File: config.mk
export PLATFORM = sky130hd
export DESIGN_NAME = dor_route_unit
export DESIGN_NICKNAME = d
export VERILOG_FILES = /design/src/rtl/dor_route_unit.sv
export SDC_FILE = /design/constraint.sdc
export NUM_CORES = 1
export LEC_CHECK = 0
export BUFFER_PORTS_ARGS = -buffer_cell sky130_fd_sc_hd__buf_2
export CORE_ASPECT_RATIO = 1.4
export CORE_MARGIN = 1
export CORE_UTILIZATION = 54
export CTS_BUF_LIST = sky130_fd_sc_hd__clkbuf_2
export CTS_CLUSTER_DIAMETER = 50
export CTS_CLUSTER_SIZE = 14
export DETAILED_ROUTE_END_ITERATION = 12
export HOLD_SLACK_MARGIN = 0.15
export PLACE_DENSITY_LB_ADDON = 0.3
export SYNTH_ARGS = -nofsm -noshare
export SYNTH_HDL_FRONTEND = slang
export SYNTH_SLANG_ARGS = --single-unit
File: constraint.sdc
create_clock -name clk -period 3.3 [get_ports clk]
set_input_delay 0.165 -clock clk [delete_from_list [all_inputs] [get_ports clk]]
set_output_delay 0.165 -clock clk [all_outputs]
set_load 0.01 [all_outputs]
File: src/rtl/dor_route_unit.sv
module dor_route_unit #(
  parameter int K  = 8,
  parameter int CW = $clog2(K)
) (
  input  logic                clk,
  input  logic                rst_n,
  input  logic                in_valid,
  input  logic                torus_en,
  input  logic [CW-1:0]       dest_x,
  input  logic [CW-1:0]       dest_y,
  input  logic [CW-1:0]       self_x,
  input  logic [CW-1:0]       self_y,
  output logic                out_valid,
  output logic [4:0]          port_sel,
  output logic signed [CW+1:0] rem_x,
  output logic signed [CW+1:0] rem_y
);
  localparam int W = CW + 2;
  localparam logic signed [W-1:0] KS   = W'(K);
  localparam logic signed [W-1:0] HALF = W'(K / 2);
  localparam logic signed [W-1:0] ONE  = W'(1);

  function automatic logic signed [W-1:0] eff_off(
    input logic [CW-1:0] dst, input logic [CW-1:0] src, input logic tor);
    logic signed [W-1:0] d;
    d = $signed({2'b00, dst}) - $signed({2'b00, src});
    if (tor) begin
      if (d < 0) d = d + KS;
      if (d > HALF) d = d - KS;
    end
    return d;
  endfunction

  logic signed [W-1:0] rx, ry, nx, ny;
  logic [4:0] pick;

  assign rx = eff_off(dest_x, self_x, torus_en);
  assign ry = eff_off(dest_y, self_y, torus_en);

  always_comb begin
    pick = 5'b00001;
    nx   = rx;
    ny   = ry;
    if (rx > 0)      begin pick = 5'b00010; nx = rx - ONE; end
    else if (rx < 0) begin pick = 5'b00100; nx = rx + ONE; end
    else if (ry > 0) begin pick = 5'b01000; ny = ry - ONE; end
    else if (ry < 0) begin pick = 5'b10000; ny = ry + ONE; end
  end

  always_ff @(posedge clk) begin
    if (!rst_n) begin
      out_valid <= 1'b0;
      port_sel  <= '0;
      rem_x     <= '0;
      rem_y     <= '0;
    end else begin
      out_valid <= in_valid;
      if (in_valid) begin
        port_sel <= pick;
        rem_x    <= nx;
        rem_y    <= ny;
      end
    end
  end

  AST_LATENCY: assert property (@(posedge clk) disable iff (!rst_n) in_valid |=> out_valid);
  AST_HOLD: assert property (@(posedge clk) disable iff (!rst_n) !in_valid |=> (!out_valid && $stable(port_sel)));
  AST_ONE_PORT: assert property (@(posedge clk) disable iff (!rst_n) out_valid |-> $countones(port_sel) == 1);
  AST_X_FIRST: assert property (@(posedge clk) disable iff (!rst_n) (out_valid && (port_sel[3] || port_sel[4])) |-> rem_x == 0);
  AST_LOCAL_ZERO: assert property (@(posedge clk) disable iff (!rst_n) (out_valid && port_sel[0]) |-> (rem_x == 0 && rem_y == 0));
  AST_TORUS_BOUND: assert property (@(posedge clk) disable iff (!rst_n) (in_valid && torus_en) |=> (rem_x <= HALF && rem_x >= -HALF && rem_y <= HALF && rem_y >= -HALF));
endmodule

==> key figures, run 1 <==
Outcome
  • Status: completed

Yosys
  • Combinational family with the most area after synthesis: compound AO/OA/AOI/OAI gates
  • Sequential area share after synthesis: between 20% and 30%
  • Post-synthesis compound-gate area fraction: between 20% and 30%
  • Syn Inst Count: 140
  • Register bit total from synthesis: 16
  • Post-synth EDFFs: 0
  • Post-Synth Adder-Cell Area: between 10% and 20%
  • Warnings from Yosys: 0
  • Yosys top cell area share: 26.28%
  • Simple-gate share of the synthesized area: between 15 and 20%
  • Commonest cells post-synth: dfxtp_1 (16), inv_1 (15), ha_1 (12)
  • Netlist cell types: ~50
  • Post-synthesis mux area share: 0%
  • Synthesized area: between 0.001 and 0.0015 mm2
  • Cell taking the most area after synthesis: dfxtp_1
  • Synth Area in XOR/XNOR: between 3 and 4%
  • Syn_area_per_cell: 8.705 um2
  • Synth area leaders: dfxtp_1 (26%), ha_1 (12%), inv_1 (4.6%), a21oi_1 (3.7%), fa_1 (3.3%)
  • Post-synth ARST share: 0%
  • Most used DFF post-synth: dfxtp_1
  • Synth Net Count: between 150 and 200
  • Dominant cell by count in the synthesized netlist: dfxtp_1

Critical path
  • Worst Path Required: roughly 3.5 ns
  • Startpoint type of the worst setup path: input pin
  • Critical path type: in2reg
  • Critical path's most frequent cell: ha_1
  • Crit path DAT: around 2.6 ns
  • CP max FO: 11
  • WP buf/inv: 3
  • Top delay family on crit path: adder cells
  • Slowest cell on crit path: fa_1
  • R2r startpoint: rem_y[0]
  • Critical path cell sequence: buf_2 > inv_1 > ha_1 > fa_1 > ha_1 > inv_1 > ha_1 > a22o_4 > or2_4 > o311ai_1 > a21oi_1
  • Critical Path End Type: register
  • R2R Setup Slk: between 2 and 2.5 ns
  • Worst r2r path cells: 2
  • Reg2reg end: rem_y[0]
  • Critical Path Max Stage Delay: 0.53 ns

Min path
  • WHS Endpoint: rem_x[1]
  • Hold path startpoint: rst_n
  • Hold Crit Depth: 3
  • Min-delay worst type: in2reg

GRT
  • Tot GR Track Use: between 20% and 30%
  • Vias in the first global route: 930
  • Pin count of the biggest net entering global routing: 19
  • Initial antenna violation count: 0
  • First-pass GRT wire length: between 3000 and 4000 um
  • Total gr overflow: 0

Pwr
  • Pwr dens: 390.0 mW/mm2
  • Max IR drop VDD: about 0.18 mV
  • Design Power: 0.5363 mW
  • Pleak: around 0.67 nW

Finish
  • Area grow syn2layout: 12.83%
  • Post-Layout Inst Area: approximately 0.0014 mm2
  • Proportion of layout cells with a drive suffix above 1: 27.81%
  • # diodes: 0
  • Fillcell total: 197
  • Final core occ: between 60% and 70%
  • Footprint of the multi-input gates: 789.5 um2
  • Sequential Area: around 320 um2
  • Post-layout nets: 200

Clocking
  • Clock Latency Late Sink: ~0.30 ns
  • Htree depth: 1
  • # hold bufs at CTS: 0
  • CTS tree: yes
  • CTS Buf Count: 3
  • CTS Buffer Depth: 2
  • Reg clk slew, reported paths: about 0.16 ns
  • Root Buffer: clkbuf_2
  • TritonCTS Sinks: 16
  • PostCTS Resize Cnt: 0
  • Post-CTS setup buffers: 0

Timing
  • Slew Viols, Final: 0
  • Setup TNS: 0 ns
  • Min cycle time layout: roughly 2.4 ns
  • Relative slew slack: around two thirds
  • Final setup violation count: 0
  • Crit share post-route: roughly 73%
  • Hold violation total from the final report: 0
  • Final Skew: 0 ns
  • Highest clock rate: between 0.4 and 0.5 GHz
  • Worst-Margin Slew: ~0.47 ns
  • Worst hold margin: 0.1639 ns
  • RSZ-0062 raised after global routing: no

Floorplan
  • Die H: 58.21 um
  • Initial Utilization: approximately 57%
  • IO Pins: 32
  • Rows: 20
  • Die Width: 42.15 um
  • Die area: 0.002454 mm2
  • Core area: 0.002152 mm2

Drt
  • Via/cell ratio: 5.791
  • DR pass1 iterations: 4
  • Total wire length: 2379 um
  • Remaining antenna violation count after routing: 0
  • Drt drc: 0
  • DRT iter0 DRCs: 23
  • DR WL/cell: around 12 um
  • Routed vias: between 1000 and 1500

Placement
  • DP HPWL: 1906 um
  • Placed Area: between 0.001 and 0.0015 mm2
  • Port Buffers: 31
  • Gpl congestion: about 0.83

Flow run
  • Maxcap violations: 0
==> final cells by class <==
cell class,instances,area share (%)
Inverter,17,4.641
Sequential cell,16,23.29
Clock buffer,3,1.092
Clock inverter,1,0.2730
Timing Repair Buffer,31,11.28
Multi-Input combinational cell,101,57.42
Tap cell,22,2.002
==> cell usage in the layout (no fill, tap or decap), drive strengths merged, types with 2 or more instances in the layout <==
cell    instances
a211oi          4
a21oi           9
a22oi           4
buf            31
clkbuf          3
clkinv          2
dfxtp          16
fa              2
ha             12
inv            16
nand2          10
nand2b          2
nand3           8
nor2           11
nor3            6
o21ai           6
o31ai           2
or2             2
xnor2           2
==> state kept, by name, summed over array words and instances (netlist names) <==
name,flops
out_valid,1
port_sel,5
rem_x,5
rem_y,5
==> worst reg2reg max path, cell delays in order, from the launching register on <==
cell and delay [ns]:
dfxtp_1 0.33, and3_1 0.15, a311o_1 0.30
==> cells by family (layout without fill, tap and decap cells) <==
| group | after synthesis | in the layout |
|---|---|---|
| simple gates | 44 | 44 |
| compound gates | 39 | 39 |
| buf+inv | 23 | 52 |
| flops | 16 | 16 |
| fa+ha+maj | 15 | 15 |
| xor+xnor | 3 | 3 |
==> worst max-delay path by stage <==
stage / start / end / slack, ns / cells past startpoint
global route: dest_y[0] / rem_y[0] / 0.76 / 11
CTS: dest_x[0] / rem_y[4] / 0.87 / 11
floorplan: dest_x[0] / rem_y[4] / 0.78 / 11
detailed placement: dest_x[0] / rem_y[4] / 0.57 / 11
finish: dest_x[0] / rem_y[4] / 0.90 / 11
global placement: dest_x[0] / rem_y[4] / 0.59 / 11
==> power breakdown <==
part	internal, mW	switching, mW	leakage (nW)
clock network	0.0263	0.0616	0.0140
logic	0.0956	0.136	0.519
registers	0.210	0.00695	0.132
==> per-stage QoR <==
stage          worst slack [ns]  instances
6_report                 0.8952        191
5_1_grt                  0.7620        191
4_1_cts                  0.8690        191
3_5_place_dp             0.5688        187
3_3_place_gp             0.5853        187
2_1_floorplan            0.7789        140
==> routing by layer <==
layer  vias up  global-route usage [%]  routed length (um)
met5         -                       0                   0
met4         0                   9.375                  46
met3         5                  0.9346                  59
met2        25                   35.71                1224
met1       516                   25.68                1048
li1        560                       -                   -
Power figures use the tool's default switching activity.
==> run 2, diff against run 1 <==
--- a/config.mk
+++ b/config.mk
@@ -8,7 +8,7 @@
 export BUFFER_PORTS_ARGS = -buffer_cell sky130_fd_sc_hd__buf_2
 export CORE_ASPECT_RATIO = 1.4
 export CORE_MARGIN = 1
-export CORE_UTILIZATION = 54
+export CORE_UTILIZATION = 49
 export CTS_BUF_LIST = sky130_fd_sc_hd__clkbuf_2
 export CTS_CLUSTER_DIAMETER = 50
 export CTS_CLUSTER_SIZE = 14
==> constraint.sdc (replaced) <==
create_clock -name clk -period 2.2 [get_ports clk]
set_input_delay 0.11 -clock clk [delete_from_list [all_inputs] [get_ports clk]]
set_output_delay 0.11 -clock clk [all_outputs]
set_load 0.01 [all_outputs]
==> run 2 against run 1 <==
Against the previous run:
- the flow now finishes with violations (DRC)
- first-iteration DRC count rose by 57%
- non-clock buffer count rose by 18
- power rose by 69%
- global-route usage rose by 3.6 points
- clock power rose by 48%
- final area rose by 15%
- critical path type unchanged
==> key figures, run 2 (synthesis results as in run 1) <==
Outcome
  • Status: complete, but fails checks
  • Violated checks: DRC

GRT
  • Tot GR Track Use: between 20% and 30%
  • First-pass GRT wire length: roughly 4900 um
  • Total gr overflow: 0
  • Initial antenna violation count: 0
  • Pin count of the biggest net entering global routing: 19
  • Vias in the first global route: approximately 1100

Timing
  • Crit share post-route: between 90% and 100%
  • RSZ-0062 raised after global routing: no
  • Final setup violation count: 0
  • Final Skew: 0 ns
  • Highest clock rate: around 0.48 GHz
  • Relative slew slack: 68.79%
  • Slew Viols, Final: 0
  • Worst-Margin Slew: roughly 0.47 ns
  • Setup ws final: 0.1262 ns
  • Hold violation total from the final report: 0
  • Min cycle time layout: between 2 and 2.5 ns

Finish
  • Largest regs: port_sel (5), rem_x (5), rem_y (5)
  • Area grow syn2layout: 30.29%
  • Post-layout nets: approximately 220
  • Most frequent cells in the layout: buf_2 (31), buf_4 (17), dfxtp_1 (16)
  • # diodes: 0
  • Final core occ: around two thirds
  • Most common library cell in the layout ignoring fill and taps: buf_2
  • Proportion of layout cells with a drive suffix above 1: around 40%
  • Post-Layout Inst Area: about 0.0016 mm2
  • Post-Layout Cell Count: 210

Min path
  • Min-delay worst type: in2reg
  • Hold Crit Depth: 2
  • WHS Endpoint: rem_x[2]
  • Hold path startpoint: in_valid

Critical path
  • Crit path DAT: between 2 and 2.5 ns
  • R2r startpoint: rem_y[0]
  • Critical path type: in2reg
  • R2R Setup Slk: 1.29 ns
  • Worst r2r path cells: 2
  • Worst Path Required: approximately 2.4 ns
  • Critical Path End Type: register
  • Reg2reg end: rem_y[0]
  • Startpoint type of the worst setup path: input pin
  • CP max FO: 3

Pwr
  • Sw power: 0.3381 mW
  • Power share of the clock group: 14.3%
  • Pint: ~0.57 mW
  • Flop pwr share: between 30% and 40%
  • Pleak: 0.7515 nW
  • Pwr dens: between 500 and 600 mW/mm2
  • Sw Ratio: ~37%
  • Design Power: between 0.9 and 1 mW
  • Gate power share: 49.5%
  • Max IR drop VDD: 0.2987 mV

Placement
  • Placed Area: approximately 0.0016 mm2
  • Gpl congestion: 0.9148
  • Port Buffers: 31
  • Total placed cells including tap cells: between 200 and 250
  • DP HPWL: between 2000 and 2500 um
  • Pre-CTS WS: -0.1966 ns

Floorplan
  • Rows: 21
  • Core area: about 0.0024 mm2
  • IO Pins: 32
  • Initial Utilization: ~52%
  • Die Width: about 44 um
  • Die area: 0.002693 mm2
  • Die H: ~60 um

Clocking
  • CTS Buf Count: 3
  • Htree depth: 1
  • PostCTS Resize Cnt: 0
  • Clock Latency Late Sink: between 0.2 and 0.3 ns
  • Reg clk slew, reported paths: roughly 0.16 ns
  • TritonCTS Sinks: 16
  • CTS tree: yes
  • CTS Buffer Depth: 2
  • Root Buffer: clkbuf_2

Drt
  • Via/cell ratio: around 5.8
  • Routed vias: 1216
  • DRT iter0 DRCs: 36
  • Total wire length: 2911 um
  • Remaining antenna violation count after routing: 0
  • Drt drc: 1
  • DR WL/cell: 13.86 um
  • DR pass1 iterations: 10

Flow run
  • Maxcap violations: 0
run 2: cell count changes in the layout (fill, tap and decap cells not counted), moves of 3 or more:
cell,previous run,this run
buf_4,0,17
ha_4,0,5
ha_1,12,6
inv_2,1,4
inv_1,15,11
run 2: routing by layer:
layer	vias to the layer above	track usage [%]	part of all wire (%)
li1	592	-	-
met1	584	28.68	39
met2	32	43.07	56
met3	8	2.976	2.9
met4	0	9.091	2.2
met5	-	0	0
run 2: power by group through the flow:
stage	combinational [mW]	sequential, mW	clock, mW
after floorplan	0.287	0.345	0
after global placement	0.430	0.331	0
after detailed placement	0.444	0.334	0
after CTS	0.449	0.327	0.131
after global routing	0.501	0.329	0.144
final	0.447	0.327	0.130
run 2: layout make-up:
class / instances / area (um2)
multi-input cells: 101 / 855.8
fillers: 204 / 777.0
flip-flops and latches: 16 / 320.3
repair buffers: 49 / 292.8
inverters: 17 / 71.32
well taps: 23 / 28.78
clock buffers: 3 / 15.01
clock inverters: 1 / 3.754
run 2: timing repair:
| action | CTS | global route |
|---|---|---|
| setup endpoints to repair | 0 | 0 |
| hold buffers | 1 | 0 |
| hold endpoints to repair | 2 | 0 |
| buffers inserted | 0 | 0 |
run 2: through the flow:
step           hold WS, ns  setup TNS (ns)
2_1_floorplan       0.2484         -0.1346
3_3_place_gp        0.4419         -0.4009
3_5_place_dp        0.4398         -0.6519
4_1_cts             0.1697               0
5_1_grt             0.1559               0
6_report            0.1802               0
run 2: critical path, cell delays in order:
cell and delay (ns):
buf_2 0.13, inv_8 0.03, ha_4 0.15, fa_1 0.54, ha_2 0.20, inv_2 0.05
ha_4 0.15, maj3_2 0.30, a22oi_2 0.22, a2111oi_2 0.10, a311o_1 0.27
run 2: worst max-delay path by stage:
| stage | start | to | slack, ns | depth (start not counted) |
|---|---|---|---|---|
| finish | dest_y[0] | rem_y[0] | 0.13 | 11 |
| global route | dest_y[0] | rem_y[0] | 0.06 | 11 |
| CTS | dest_y[0] | rem_y[0] | 0.11 | 11 |
| detailed placement | dest_y[0] | rem_y[0] | -0.20 | 11 |
| global placement | dest_y[0] | rem_y[0] | -0.18 | 11 |
| floorplan | dest_x[0] | rem_y[4] | -0.08 | 11 |
